<file path="config.mk">
export PLATFORM = sky130hd
export DESIGN_NAME = adc_i2c_slave
export DESIGN_NICKNAME = d
export VERILOG_FILES = /design/src/rtl/adc_i2c_pkg.sv /design/src/rtl/i2c_line_sync.sv /design/src/rtl/i2c_cond_detect.sv /design/src/rtl/adc_i2c_slave.sv
export SDC_FILE = /design/constraint.sdc
export NUM_CORES = 1
export LEC_CHECK = 0
export CAP_MARGIN = 20
export CORE_MARGIN = 2
export CORE_UTILIZATION = 45
export CTS_CLUSTER_DIAMETER = 60
export DETAILED_ROUTE_END_ITERATION = 10
export GPL_TIMING_DRIVEN = 0
export PLACE_DENSITY = 0.8
export SLEW_MARGIN = 10
export SYNTH_ARGS = -nofsm -noshare
export SYNTH_HDL_FRONTEND = slang
export SYNTH_SLANG_ARGS = --single-unit
</file>
<file path="constraint.sdc">
create_clock -name clk -period 1.9 [get_ports clk]
set_clock_uncertainty 0.1 [all_clocks]
set_input_delay 0.38 -clock clk [delete_from_list [all_inputs] [get_ports clk]]
set_output_delay 0.38 -clock clk [all_outputs]
set_load 0.1 [all_outputs]
</file>
<file path="src/rtl/adc_i2c_pkg.sv">
package adc_i2c_pkg;
  typedef enum logic [2:0] {
    ST_IDLE,
    ST_ADDR,
    ST_ADDR_ACK,
    ST_WR,
    ST_WR_ACK,
    ST_RD,
    ST_RD_ACK,
    ST_SKIP
  } slv_state_t;
endpackage

</file>
<file path="src/rtl/i2c_line_sync.sv">
module i2c_line_sync #(
  parameter int STAGES = 2
) (
  input  logic clk,
  input  logic rst,
  input  logic din,
  output logic dout
);
  logic [STAGES-1:0] chain;

  always_ff @(posedge clk) begin
    if (rst) chain <= '1;
    else     chain <= {chain[STAGES-2:0], din};
  end

  assign dout = chain[STAGES-1];
endmodule

</file>
<file path="src/rtl/i2c_cond_detect.sv">
module i2c_cond_detect (
  input  logic clk,
  input  logic rst,
  input  logic scl_s,
  input  logic sda_s,
  output logic scl_rise,
  output logic scl_fall,
  output logic start_det,
  output logic stop_det
);
  logic scl_p, sda_p;

  always_ff @(posedge clk) begin
    if (rst) begin
      scl_p <= 1'b1;
      sda_p <= 1'b1;
    end else begin
      scl_p <= scl_s;
      sda_p <= sda_s;
    end
  end

  assign scl_rise  = scl_s & ~scl_p;
  assign scl_fall  = ~scl_s & scl_p;
  assign start_det = scl_s & scl_p & sda_p & ~sda_s;
  assign stop_det  = scl_s & scl_p & ~sda_p & sda_s;
endmodule

</file>
<file path="src/rtl/adc_i2c_slave.sv">
module adc_i2c_slave #(
  parameter int ADDR_W      = 7,
  parameter int RES_W       = 12,
  parameter int CFG_W       = 6,
  parameter int SYNC_STAGES = 2
) (
  input  logic              clk,
  input  logic              rst,
  input  logic              scl_i,
  input  logic              sda_i,
  output logic              sda_oe,
  input  logic [ADDR_W-1:0] own_addr_i,
  input  logic              conv_busy_i,
  input  logic [RES_W-1:0]  result_i,
  output logic [CFG_W-1:0]  cfg_o,
  output logic              conv_start_o
);
  import adc_i2c_pkg::*;

  localparam int BYTE_W = 8;
  localparam int LO_W   = RES_W - BYTE_W;
  localparam int PAD_W  = BYTE_W - LO_W;
  localparam int CNT_W  = $clog2(BYTE_W + 1);
  localparam logic [CNT_W-1:0] FULL = CNT_W'(BYTE_W);

  logic scl_s, sda_s;
  logic scl_rise, scl_fall, start_det, stop_det;

  i2c_line_sync #(.STAGES(SYNC_STAGES)) u_sync_scl (
    .clk(clk), .rst(rst), .din(scl_i), .dout(scl_s)
  );
  i2c_line_sync #(.STAGES(SYNC_STAGES)) u_sync_sda (
    .clk(clk), .rst(rst), .din(sda_i), .dout(sda_s)
  );
  i2c_cond_detect u_cond (
    .clk(clk), .rst(rst), .scl_s(scl_s), .sda_s(sda_s),
    .scl_rise(scl_rise), .scl_fall(scl_fall),
    .start_det(start_det), .stop_det(stop_det)
  );

  slv_state_t        state;
  logic [CNT_W-1:0]  bit_cnt;
  logic [BYTE_W-1:0] rx_sh;
  logic [BYTE_W-1:0] tx_sh;
  logic [LO_W-1:0]   res_lo;
  logic [ADDR_W-1:0] addr_q;
  logic              rw_q, byte_idx, mst_ack, rd_done;

  always_ff @(posedge clk) begin
    conv_start_o <= 1'b0;
    if (rst) begin
      state    <= ST_IDLE;
      bit_cnt  <= '0;
      rx_sh    <= '0;
      tx_sh    <= '0;
      res_lo   <= '0;
      addr_q   <= own_addr_i;
      rw_q     <= 1'b0;
      byte_idx <= 1'b0;
      mst_ack  <= 1'b0;
      rd_done  <= 1'b0;
      sda_oe   <= 1'b0;
      cfg_o    <= '0;
    end else if (stop_det) begin
      state        <= ST_IDLE;
      sda_oe       <= 1'b0;
      conv_start_o <= rd_done;
      rd_done      <= 1'b0;
    end else if (start_det) begin
      state   <= ST_ADDR;
      bit_cnt <= '0;
      sda_oe  <= 1'b0;
      rd_done <= 1'b0;
    end else begin
      if (scl_rise) begin
        if (state == ST_ADDR || state == ST_WR || state == ST_RD)
          bit_cnt <= bit_cnt + 1'b1;
        if (state == ST_ADDR || state == ST_WR)
          rx_sh <= {rx_sh[BYTE_W-2:0], sda_s};
        if (state == ST_RD_ACK)
          mst_ack <= ~sda_s;
      end
      if (scl_fall) begin
        case (state)
          ST_ADDR: if (bit_cnt == FULL) begin
            bit_cnt <= '0;
            if (rx_sh[BYTE_W-1:1] == addr_q && !conv_busy_i) begin
              sda_oe <= 1'b1;
              rw_q   <= rx_sh[0];
              state  <= ST_ADDR_ACK;
            end else begin
              state <= ST_SKIP;
            end
          end
          ST_ADDR_ACK: begin
            if (rw_q) begin
              tx_sh    <= result_i[RES_W-1 -: BYTE_W];
              res_lo   <= result_i[LO_W-1:0];
              sda_oe   <= ~result_i[RES_W-1];
              byte_idx <= 1'b0;
              state    <= ST_RD;
            end else begin
              sda_oe <= 1'b0;
              state  <= ST_WR;
            end
          end
          ST_WR: if (bit_cnt == FULL) begin
            bit_cnt <= '0;
            cfg_o   <= rx_sh[BYTE_W-1 -: CFG_W];
            sda_oe  <= 1'b1;
            state   <= ST_WR_ACK;
          end
          ST_WR_ACK: begin
            sda_oe <= 1'b0;
            state  <= ST_WR;
          end
          ST_RD: begin
            if (bit_cnt == FULL) begin
              bit_cnt <= '0;
              sda_oe  <= 1'b0;
              state   <= ST_RD_ACK;
            end else begin
              tx_sh  <= {tx_sh[BYTE_W-2:0], 1'b0};
              sda_oe <= ~tx_sh[BYTE_W-2];
            end
          end
          ST_RD_ACK: begin
            if (byte_idx) begin
              rd_done <= 1'b1;
              state   <= ST_SKIP;
            end else if (mst_ack) begin
              tx_sh    <= {res_lo, {PAD_W{1'b0}}};
              sda_oe   <= ~res_lo[LO_W-1];
              byte_idx <= 1'b1;
              state    <= ST_RD;
            end else begin
              state <= ST_SKIP;
            end
          end
          default: ;
        endcase
      end
    end
  end
endmodule

</file>
Yosys cells after proc, flatten, opt, wreduce, memory -nomap -nowiden --
Cells that the tools add are included.
Cells by class: shifts and indexed selects 0, divide/modulo/power cells 0, bitwise gates (word level) 16, $lt $le $gt $ge 0, equality and inequality tests 19, multiply operators 0, reduce and logical (&&, ||, !) cells 24, mux-type cells 33, add/sub/neg operators 1
Operators with widths (number):
- two-way mux 7 bit | 4
- AND reduction 5 bit | 5
- two-way mux 4 bit | 6
- case mux 7 bit (3 select lines) | 1
- case mux 3 bit (6 select lines) | 1
- two-way mux 3 bit | 5
- two-way mux 1 bit | 12
- equality test 3 bit, second input constant | 3
- inequality test 3 x 2 -> 1 bit, second input constant | 3
- NOT 1 bit | 9
- inequality test 2 x 1 -> 1 bit, second input constant | 4
- inequality test 2 bit, second input constant | 4
- AND reduction 4 bit | 2
- AND reduction 8 bit | 1
- bitwise AND 1 bit | 7
- equality test 7 bit | 1
- AND reduction 7 bit | 1
- nonzero test 7 bit | 1
- equality test 3 x 2 -> 1 bit, second input constant | 2
- case mux 1 bit (6 select lines) | 1
- AND reduction 6 bit | 1
- nonzero test 6 bit | 1
- OR reduction 3 bit | 2
- adder 4 x 1 -> 4 bit, second input constant | 1
- 11 further kinds | 15
Word-level totals: word-level logic and storage cells 111, output and inout port bits 8, bits in latches 0, input port bits 24, memories 0, flip-flop bits (word level) 51, memory bits (read-only) 0, bits in writable memories 0

Logic depth before layout (Yosys ltp) --
Gate-level depths: netlist (run 1).
depth in word-level cells 9, depth in mapped cells 8, mapped depth without buffers 7

By module --
Synthesis (run 1) repeated with hierarchy kept, for this count alone.
Second synthesis, totals: cells, all modules 264, area total of the unflattened synthesis 2396.0 um^2
By module, submodules not included:
- adc_i2c_slave | times used 1, area an instance 2205.9 um^2, seq. area each 970.9 um^2, cells an instance 248
- i2c_line_sync | times used 2, area an instance 52.6 um^2, seq. area each 40.0 um^2, cells an instance 4
- i2c_cond_detect | times used 1, area an instance 85.1 um^2, seq. area each 40.0 um^2, cells an instance 8

Least setup slack after synthesis (run 1) --
No wires, ideal clock.
kind reg2reg, start point register bit_cnt[0], end point register tx_sh[4], path slack 0.135 ns, setup time 0.068 ns, cell stages (with the launch flop) 9, required time 1.732 ns, arrival 1.597 ns, cells stage by stage dfxtp_1 > inv_1 > ha_1 > and3b_4 > nor4_4 > a31oi_2 > buf_6 > a211o_1 > a21oi_2
On the way: longest elaborated chain between the ends 3
RTL lines:
- start: declaration | line adc_i2c_slave.sv:42 | logic [CNT_W-1:0] bit_cnt;
- start signal: assignment | line adc_i2c_slave.sv:77 | bit_cnt <= bit_cnt + 1'b1;
- equality test 4 bit | line adc_i2c_slave.sv:118 | if (bit_cnt == FULL) begin
- inequality test 2 bit (no source line)
- AND reduction 8 bit (no source line)
- end signal: assignment | line adc_i2c_slave.sv:97 | tx_sh <= result_i[RES_W-1 -: BYTE_W];
- end signal: assignment | line adc_i2c_slave.sv:123 | tx_sh <= {tx_sh[BYTE_W-2:0], 1'b0};
- end signal: assignment | line adc_i2c_slave.sv:132 | tx_sh <= {res_lo, {PAD_W{1'b0}}};
- end: declaration | line adc_i2c_slave.sv:44 | logic [BYTE_W-1:0] tx_sh;
Every way passes these cells. A chain may end at the register's enable or synchronous reset.

Worst setup path in the final report (run 1) --
start point register state[2], end point register tx_sh[5]
On the way: longest elaborated chain between the ends 3, elaborated cells between the ends (all ways) 10, classes of those cells eq/ne (7); mux (1); reduce/logical (2)
RTL lines:
- start: declaration | line adc_i2c_slave.sv:41 | slv_state_t state;
- start signal: assignment | line adc_i2c_slave.sv:52 | state <= ST_IDLE;
- start signal: assignment | line adc_i2c_slave.sv:65 | state <= ST_IDLE;
- start signal: assignment | line adc_i2c_slave.sv:70 | state <= ST_ADDR;
- equality test 3 bit or equality test 3 x 2 -> 1 bit (tied branches) | line adc_i2c_slave.sv:84 | case (state)
- inequality test 2 bit (no source line) or nonzero test 3 bit (tied branches)
- AND reduction 8 bit (no source line)
Several ways; a longest one is shown, not always the timed one.

==> summary.txt, run 1 <==
Timing
  • Max Fclk: 0.5596 GHz
  • Endpoints failing setup: 0
  • Crit path time final: 1.787 ns
  • Slew Viols, Final: 0
  • Fin crit share: 94.05%
  • Final hold violation count: 0
  • Relative slew slack: 62.01%
  • Actual slew at the worst max-slew pin: 0.5698 ns

Layout
  • Area of the multi-input gates: 1259 sq um
  • Most frequent cells in the layout: 42 x dfxtp_1, 25 x nor2_1, 23 x nand2_1, 22 x clkdlybuf4s50_1, 20 x mux2i_1
  • FF+latch area: 1094 sq um
  • Share of post-route cells with drive strength above 1: 17.35%
  • Non-Filler Instances: 364
  • N_diodes: 0
  • Layout filler cell count: 444
  • Commonest non-fill, non-tap cell in the layout: dfxtp_1
  • Area growth from synthesis to layout: 21.73%
  • Nets: 319

Status
  • Status: finished clean

Clocking
  • Clk buf depth: 2
  • H-tree depth reported by CTS: 2
  • Cts hold-fix bufs: 0
  • Clk slew on worst S/H paths: 0.10 ns
  • Inserted Clock Buffers: 5
  • Root buffer cell: clkbuf_8
  • CTS tree: yes
  • CTS sink count: 51
  • Worst skew pair latency: 0.30 ns

Logic synthesis
  • Top FF cell, synth: dfxtp_1
  • Syn Nets: 279
  • Post-Syn Area per Cell: 9.629 sq um
  • Mapped Area: 2436 sq um
  • Async S/R FF share, synth: 0%
  • Mapped Cells: 253
  • Sequential cell area fraction in the yosys report: 44.79%
  • Number of enable flip-flop cells after synthesis: 7
  • Warnings from Yosys: 0
  • Yosys cell types: 52
  • #FFs+latches synth: 51

Global route
  • First-pass GRT wire length: 8625 um
  • Total gr overflow: 0
  • Initial antenna violation count: 0
  • Vias in the first global route: 1850
  • Gr usage total: 17.70%
  • Largest net degree at the start of global routing: 18

Pwr
  • Clk pwr share: 33.2%
  • Pwr Total: 0.001920 W
  • Sw frac: 23.95%
  • LEAKAGE: 1.075 nW
  • Peak supply drop: 0.5240 mV
  • Psw: 0.0004599 W
  • P_int: 0.001460 W
  • Combinational fraction of design power: 8.3%
  • Sequential power share: 58.5%
  • Power Dens Cells: 647.4 nW/um^2

Route
  • Via count: 1975
  • Routed length per instance: 14.03 um
  • Via-to-Cell Ratio: 5.426
  • Remaining DRCs: 0
  • WL final: 5107 um
  • Drt pass-1 iters: 4
  • 1st-iter DRT viols: 112
  • ANT nets after route: 0

Die
  • Die Y: 77.58 um
  • Initial Util: 47.10%
  • Die area: 6018 sq um
  • Row count: 26
  • Core area: 5172 sq um
  • Ports: 32
  • Die width: 77.58 um

Placement
  • Cells after DPL: 354
  • Post-DP HPWL: 3544 um
  • Placer Congestion: 0.9616
  • # port buffers: 31

Setup path
  • Worst Path Max Fanout: 10
  • CP Launch Type: flip-flop
  • Worst setup EP type: flip-flop
  • WP data arrival: 1.92 ns
  • R2r setup slk: 0.11 ns
  • Setup CP Type: flip-flop to flip-flop
  • CP Data Required Time: 2.04 ns

Flow run
  • Max Cap Viol: 0

Hold path
  • Hold Crit Class: flip-flop to flip-flop
[synthesized netlist by cell type, drive strengths merged, types with 3 or more instances]
cell     number  area (sq um)
nor4          4         52.55
o22ai         8         50.05
nand4         4         25.02
o22a          3         26.28
o2bb2ai       5         43.79
a22oi         5         37.54
buf          10         63.81
or2           6         37.54
nor2         26         105.1
a211o         4         35.03
xor2          9         78.83
edfxtp        7         210.2
nand2b        7         58.81
dfxtp        44         880.8
mux2i        20         200.2
o21ai         7         35.03
nor3b         3         33.78
a21oi        19         106.4
nor3          6         35.03
inv           7         26.27
clkbuf        3         11.26
nand2        23         86.33
[final timing paths]
| check | end | cells after the start | from |
|---|---|---|---|
| min reg2reg | u_sync_scl.chain[1]$_SDFF_PP1_ | 1 | u_sync_scl.chain[0]$_SDFF_PP1_ |
| max reg2reg | tx_sh[5]$_SDFFE_PP0P_ | 7 | state[2]$_SDFFE_PP0P_ |
| min | u_sync_scl.chain[1]$_SDFF_PP1_ | 1 | u_sync_scl.chain[0]$_SDFF_PP1_ |
| max | tx_sh[5]$_SDFFE_PP0P_ | 7 | state[2]$_SDFFE_PP0P_ |
[power by group through the flow]
stage	clock (W)	combinational (W)	sequential, W
CTS	0.000657	0.000155	0.00112
detailed placement	0	0.000153	0.00115
floorplan	0	0.0000815	0.00115
finish	0.000638	0.000159	0.00112
global route	0.000706	0.000174	0.00113
global placement	0	0.000152	0.00115
[critical path, cell delays in order, from the launching register on]
cell and delay [ns]:
dfxtp_1 0.36, buf_6 0.13, nand2_1 0.20, nor4_4 0.32, a31oi_2 0.08, buf_6 0.17
a211o_1 0.23, a21oi_2 0.11
[cell families (layout without fill, tap and decap cells)]
kind of cell	count (synthesis)	in the layout	synth area share (%)
adders and majority gates	2	2	1.027
muxes	20	20	8.218
buffers and inverters	20	61	4.160
and+or+nand+nor	91	91	21.73
xor gates and xnor gates	10	10	3.596
AOI/OAI and AO/OA	59	59	16.49
DFF	51	51	44.79
[cell type report]
| type | instances | area share, % |
|---|---|---|
| clock inverters | 3 | 0.7595 |
| plain buffers | 13 | 2.574 |
| inverters | 7 | 0.8861 |
| clock buffers | 5 | 2.321 |
| repair buffers | 33 | 11.18 |
| well taps | 70 | 2.954 |
| flip-flops and latches | 51 | 36.88 |
| multi-input cells | 182 | 42.45 |
[flip-flops by register name (all words and copies together), names as in the netlist, 2 cells and up]
name,flops
u_sync_scl.chain,2
u_sync_sda.chain,2
bit_cnt,4
tx_sh,7
state,3
rx_sh,8
res_lo,4
cfg_o,6
addr_q,7
[timing repair]
item | 4_1_cts | 5_1_grt
resized for setup | 27 | 3
setup endpoints to repair | 31 | 11
setup buffers | 0 | 1
pin swaps | 0 | 2
cloned | 0 | 1
[routing by layer]
| layer | global-route usage (%) | wire length [um] | vias to the layer above |
|---|---|---|---|
| met5 | 0 | 0 | - |
| li1 | - | - | 984 |
| met4 | 5.536 | 87 | 0 |
| met3 | 3.488 | 157 | 9 |
| met2 | 29.22 | 2445 | 44 |
| met1 | 23.38 | 2416 | 938 |
[stage by stage]
| step | util (%) | hold slack, ns | setup slack (ns) | setup TNS (ns) | cell area, sq um |
|---|---|---|---|---|---|
| 6_report | 57.33 | 0.3225 | 0.1130 | 0 | 2965 |
| 5_1_grt | 57.33 | 0.3298 | -0.0004641 | -0.0004641 | 2965 |
| 4_1_cts | 56.77 | 0.3257 | 0.01925 | 0 | 2937 |
| 3_5_place_dp | 54.79 | 0.3008 | -0.4049 | -9.302 | 2834 |
| 3_3_place_gp | 54.79 | 0.2929 | -0.3924 | -9.135 | 2834 |
| 2_1_floorplan | - | 0.2895 | 0.1354 | 0 | 2436 |
No activity file was read; power rests on OpenSTA's default activity.
==> run 2, diff against run 1 <==
- CORE_ASPECT_RATIO: not set -> 0.6
- MAX_ROUTING_LAYER: not set -> met4
==> run 2 against run 1 <==
  * Utilization rose by 1.5 points
  * Sequential power barely moved
  * Total power rose by 5.9%
  * Via count rose by 3.1%
  * Final cell count did not move
  * Critical endpoint is now tx_sh[2]$_SDFFE_PP0P_
==> summary.txt, run 2 (synthesized netlist as in run 1, its figures left out) <==
Status
  • Status: finished clean (unchanged)

Placement
  • # port buffers: 31 (unchanged)
  • Placer Congestion: 0.9238 (was 0.9616)
  • Post-DP HPWL: 4017 um (was 3544 um)

Timing
  • Post-route setup TNS: 0 ns (unchanged)
  • Relative slew slack: 61.07% (was 62.01%)
  • Endpoints failing setup: 0 (unchanged)
  • Fin crit share: 96.68% (was 94.05%)
  • Final hold violation count: 0 (unchanged)
  • Hold Slack: 0.3176 ns (was 0.3225 ns)
  • Crit path time final: 1.837 ns (was 1.787 ns)
  • Slew Viols, Final: 0 (unchanged)
  • Max Fclk: 0.5444 GHz (was 0.5596 GHz)
  • Actual slew at the worst max-slew pin: 0.5839 ns (was 0.5698 ns)

Setup path
  • R2R cell count: 9 (was 7)
  • Worst setup EP type: flip-flop (unchanged)
  • R2r setup slk: 0.06 ns (was 0.11 ns)
  • CP Data Required Time: 2.00 ns (was 2.04 ns)
  • CP Launch Type: flip-flop (unchanged)
  • Setup CP Type: flip-flop to flip-flop (unchanged)
  • Worst Path Max Fanout: 5 (was 10)
  • WP data arrival: 1.94 ns (was 1.92 ns)

Pwr
  • LEAKAGE: 1.113 nW (was 1.075 nW)
  • Pwr Total: 0.002034 W (was 0.001920 W)
  • Power Dens Cells: 673.6 nW/um^2 (was 647.4 nW/um^2)
  • Peak supply drop: 0.5124 mV (was 0.5240 mV)

Route
  • ANT nets after route: 0 (unchanged)
  • Drt pass-1 iters: 4 (unchanged)
  • Via count: 2036 (was 1975)
  • Routed length per instance: 15.35 um (was 14.03 um)
  • 1st-iter DRT viols: 96 (was 112)
  • Via-to-Cell Ratio: 5.593 (was 5.426)
  • Remaining DRCs: 0 (unchanged)
  • WL final: 5587 um (was 5107 um)

Clocking
  • Clk slew on worst S/H paths: 0.09 ns (was 0.10 ns)
  • CTS tree: yes (unchanged)
  • Worst skew pair latency: 0.30 ns (about the same)
  • Clk buf depth: 2 (unchanged)
  • H-tree depth reported by CTS: 2 (unchanged)
  • CTS sink count: 51 (unchanged)
  • Inserted Clock Buffers: 5 (unchanged)
  • Root buffer cell: clkbuf_8 (unchanged)

Layout
  • Commonest non-fill, non-tap cell in the layout: dfxtp_1 (unchanged)
  • Largest register FFs: 8 (unchanged)
  • N_diodes: 0 (unchanged)
  • Biggest regs: rx_sh: 8 flops, addr_q: 7 flops, tx_sh: 7 flops (unchanged)
  • Largest register by flop count: rx_sh (unchanged)
  • Share of post-route cells with drive strength above 1: 19.46% (was 17.35%)
  • Area growth from synthesis to layout: 23.93% (was 21.73%)
  • Nets: 323 (was 319)
  • Most frequent cells in the layout: 42 x dfxtp_1, 25 x nor2_1, 23 x nand2_1, 22 x clkdlybuf4s50_1, 20 x mux2i_1 (unchanged)

Die
  • Initial Util: 47.49% (was 47.10%)
  • Die area: 6037 sq um (was 6018 sq um)
  • Die Y: 60.99 um (was 77.58 um)
  • Core area: 5130 sq um (was 5172 sq um)
  • Row count: 20 (was 26)
  • Ports: 32 (unchanged)
  • Die width: 98.99 um (was 77.58 um)

Hold path
  • Hold depth: 1 (unchanged)
  • Hold Crit Class: flip-flop to flip-flop (unchanged)

Global route
  • Vias in the first global route: 1895 (was 1850)
  • Gr usage total: 19.96% (was 17.70%)
  • First-pass GRT wire length: 9087 um (was 8625 um)
  • Total gr overflow: 0 (unchanged)
  • Largest net degree at the start of global routing: 17 (was 18)
  • Initial antenna violation count: 0 (unchanged)

Flow run
  • Max Cap Viol: 0 (unchanged)
run 2: final cells by class:
class	instances	area, sq um
repair buffers	37	365.4
flip-flops and latches	51	1094
fillers	438	2111
clock inverters	3	42.54
inverters	7	26.28
multi-input cells	182	1259
plain buffers	13	81.33
clock buffers	5	68.82
well taps	66	82.58
run 2: per-layer routing:
layer / up-vias / part of all wire [%] / GRT usage, %
li1: 994 / - / -
met3: 6 / 7.0 / 4.378
met2: 58 / 42 / 28.76
met5: - / 0 / -
met4: 0 / 0.84 / 5.871
met1: 978 / 50 / 28.22
run 2: timing repair:
action | CTS | global route
gates resized for setup | 28 | 7
buffers inserted | 1 | 4
hold buffers | 0 | 0
pin swaps | 0 | 2
cloned | 1 | 0
endpoints found under the setup margin | 31 | 26
run 2: where the power goes:
group	switching (W)	leakage, nW	internal, W	total, W
combinational	0.0000777	0.632	0.0000832	0.000161
sequential	0.0000128	0.425	0.00111	0.00112
clock	0.000356	0.0562	0.000393	0.000749
total	0.000446	1.11	0.00159	0.00203
run 2: worst max-delay path, cell delays in order, from the launching register on:
cell	delay, ns
dfxtp_2	0.33
inv_1	0.08
ha_2	0.20
and3b_4	0.25
nor4_4	0.06
a31oi_2	0.23
buf_6	0.16
buf_4	0.10
mux2i_1	0.19
nor2_1	0.05
run 2: worst paths after layout:
kind / to / start
min: u_sync_scl.chain[1]$_SDFF_PP1_ / u_sync_scl.chain[0]$_SDFF_PP1_
max: tx_sh[2]$_SDFFE_PP0P_ / bit_cnt[0]$_SDFFE_PP0N_
max reg2reg: tx_sh[2]$_SDFFE_PP0P_ / bit_cnt[0]$_SDFFE_PP0N_
min reg2reg: u_sync_scl.chain[1]$_SDFF_PP1_ / u_sync_scl.chain[0]$_SDFF_PP1_
run 2: through the flow:
stage | setup WS [ns] | instances | utilization, % | cell area (sq um)
floorplan | 0.1354 | 253 | - | 2436
global placement | -0.3608 | 350 | 55.15 | 2829
detailed placement | -0.4164 | 350 | 55.15 | 2829
CTS | 0.001759 | 360 | 57.85 | 2968
global route | -0.004098 | 364 | 58.85 | 3019
finish | 0.06302 | 364 | 58.85 | 3019
==> run 3, diff against run 2 <==
- CELL_PAD_IN_SITES_DETAIL_PLACEMENT: not set -> 1
- CELL_PAD_IN_SITES_GLOBAL_PLACEMENT: not set -> 1
- CORE_UTILIZATION: 45 -> 38
- PLACE_DENSITY: 0.8 -> 0.85
- SLEW_MARGIN: 10 -> 15
==> run 3 against run 2 <==
  * Setup slack better by 0.022 ns
  * Count of clock-buffer cells in the layout did not move
  * Non-clock buffer count increased by 3
==> summary.txt, run 3 (synthesized netlist as in run 1, its figures left out) <==
Die
  • Core area: 6166 sq um (was 5130 sq um)
  • Die area: 7088 sq um (was 6037 sq um)
  • Initial Util: 39.51% (was 47.49%)
  • Row count: 22 (was 20)
  • Die Y: 66.02 um (was 60.99 um)
  • Die width: 107.4 um (was 98.99 um)
  • Ports: 32 (unchanged)

Layout
  • FF+latch area: 1095 sq um (was 1094 sq um)
  • Non-Filler Instances: 385 (was 364)
  • Share of post-route cells with drive strength above 1: 21.26% (was 19.46%)
  • Biggest regs: rx_sh: 8 flops, addr_q: 7 flops, tx_sh: 7 flops (unchanged)
  • Final core occ: 49.84% (was 58.85%)
  • N_diodes: 0 (unchanged)
  • Largest register by flop count: rx_sh (unchanged)
  • Most frequent cells in the layout: 41 x dfxtp_1, 25 x nor2_1, 23 x nand2_1, 22 x clkdlybuf4s50_1, 20 x mux2i_1 (was 42 x dfxtp_1, 25 x nor2_1, 23 x nand2_1, 22 x clkdlybuf4s50_1, 20 x mux2i_1)
  • Largest register FFs: 8 (unchanged)
  • Area of the multi-input gates: 1266 sq um (was 1259 sq um)
  • Layout filler cell count: 719 (was 438)
  • Nets: 326 (was 323)
  • Area growth from synthesis to layout: 26.14% (was 23.93%)
  • Final instance area: 3073 sq um (was 3019 sq um)
  • Commonest non-fill, non-tap cell in the layout: dfxtp_1 (unchanged)

Timing
  • Slew Viols, Final: 0 (unchanged)
  • Max Fclk: 0.5510 GHz (was 0.5444 GHz)
  • Actual slew at the worst max-slew pin: 0.6755 ns (was 0.5839 ns)
  • Crit path time final: 1.815 ns (was 1.837 ns)
  • Post-route setup TNS: 0 ns (unchanged)
  • Fin crit share: 95.51% (was 96.68%)
  • Relative slew slack: 54.97% (was 61.07%)
  • Hold Slack: 0.3171 ns (was 0.3176 ns)
  • Final hold violation count: 0 (unchanged)
  • Endpoints failing setup: 0 (unchanged)

Pwr
  • Power Dens Cells: 674.8 nW/um^2 (was 673.6 nW/um^2)
  • LEAKAGE: 1.121 nW (was 1.113 nW)
  • Peak supply drop: 0.3219 mV (was 0.5124 mV)

Global route
  • Largest net degree at the start of global routing: 17 (unchanged)
  • First-pass GRT wire length: 10610 um (was 9087 um)
  • Initial antenna violation count: 0 (unchanged)
  • Vias in the first global route: 2098 (was 1895)
  • Gr usage total: 20.31% (was 19.96%)
  • Total gr overflow: 0 (unchanged)

Status
  • Status: finished clean (unchanged)

Setup path
  • Worst Path Max Fanout: 10 (was 5)
  • Worst setup EP type: flip-flop (unchanged)
  • CP Data Required Time: 2.02 ns (was 2.00 ns)
  • R2r setup slk: 0.09 ns (was 0.06 ns)
  • WP data arrival: 1.93 ns (was 1.94 ns)
  • CP Launch Type: flip-flop (unchanged)
  • Setup CP Type: flip-flop to flip-flop (unchanged)

Flow run
  • Max Cap Viol: 0 (unchanged)

Route
  • Routed length per instance: 17.46 um (was 15.35 um)
  • Remaining DRCs: 0 (unchanged)
  • Via-to-Cell Ratio: 5.447 (was 5.593)
  • Drt pass-1 iters: 5 (was 4)
  • 1st-iter DRT viols: 146 (was 96)
  • WL final: 6723 um (was 5587 um)
  • Via count: 2097 (was 2036)
  • ANT nets after route: 0 (unchanged)

Placement
  • Placer Congestion: 0.8825 (was 0.9238)
  • Cells after DPL: 368 (was 350)
  • Post-DP HPWL: 4744 um (was 4017 um)
  • # port buffers: 31 (unchanged)
  • Placed cell area: 2851 sq um (was 2829 sq um)

Clocking
  • Root buffer cell: clkbuf_8 (unchanged)
  • Worst skew pair latency: 0.32 ns (was 0.30 ns)
  • Cts hold-fix bufs: 0 (unchanged)
  • Clk buf depth: 2 (unchanged)
  • Clk slew on worst S/H paths: 0.10 ns (was 0.09 ns)
  • H-tree depth reported by CTS: 2 (unchanged)
  • CTS sink count: 51 (unchanged)
  • Inserted Clock Buffers: 5 (unchanged)
  • CTS tree: yes (unchanged)

Hold path
  • Hold Crit Class: flip-flop to flip-flop (unchanged)
==> run 3: path summary, 6_finish.rpt <==
check	start	to	depth (start not counted)
worst max-delay path	state[0]$_SDFFE_PP0P_	bit_cnt[3]$_SDFFE_PP0N_	6
worst min-delay path	u_sync_sda.chain[0]$_SDFF_PP1_	u_sync_sda.chain[1]$_SDFF_PP1_	1
worst max register to register	state[0]$_SDFFE_PP0P_	bit_cnt[3]$_SDFFE_PP0N_	6
worst min register to register	u_sync_sda.chain[0]$_SDFF_PP1_	u_sync_sda.chain[1]$_SDFF_PP1_	1
==> run 3: worst max-delay path: stages, from the launching register on <==
cell and delay, ns:
dfxtp_1 0.38, buf_2 0.25, clkbuf_4 0.26, nand4_1 0.20, nand2_1 0.21, o22ai_1 0.12, a21o_1 0.19
==> run 3: routing by layer <==
metal  part of all wire, %  track usage, %  wire, um
met1                    49           26.67      3283
met2                    46           31.01      3072
met3                   4.4           4.828       297
met4                   1.0           6.891        70
met5                     0               -         0
==> run 3: where the power goes <==
| part | switching [W] | total, W | leakage, nW | internal (W) |
|---|---|---|---|---|
| Clock | 0.000390 | 0.000783 | 0.0581 | 0.000393 |
| Sequential | 0.0000118 | 0.00112 | 0.426 | 0.00111 |
| Combinational | 0.0000856 | 0.000167 | 0.637 | 0.0000818 |
==> run 3: metrics by stage <==
stage | power [W] | setup slack, ns
after global placement | 0.001305 | -0.4493
after detailed placement | 0.001312 | -0.5492
after floorplan | 0.001228 | 0.1354
after CTS | 0.002086 | 0.01893
after global routing | 0.002153 | -0.01357
final | 0.002074 | 0.08526
==> run 3: timing repair <==
| item | CTS | global route |
|---|---|---|
| buffers inserted | 3 | 5 |
| resized for setup | 28 | 12 |
| pin swaps | 1 | 5 |
| setup endpoints to repair | 34 | 26 |
| gates cloned | 1 | 0 |
==> run 3: area by class of cell <==
class                           instances  share of cell area, %
Buffer                                 13                  2.728
Clock buffer                            5                  2.239
Clock inverter                          3                  1.425
Inverter                                7                 0.8550
Multi-Input combinational cell        182                  41.21
Sequential cell                        51                  35.63
Tap cell                               84                  3.420
Timing Repair Buffer                   40                  12.50
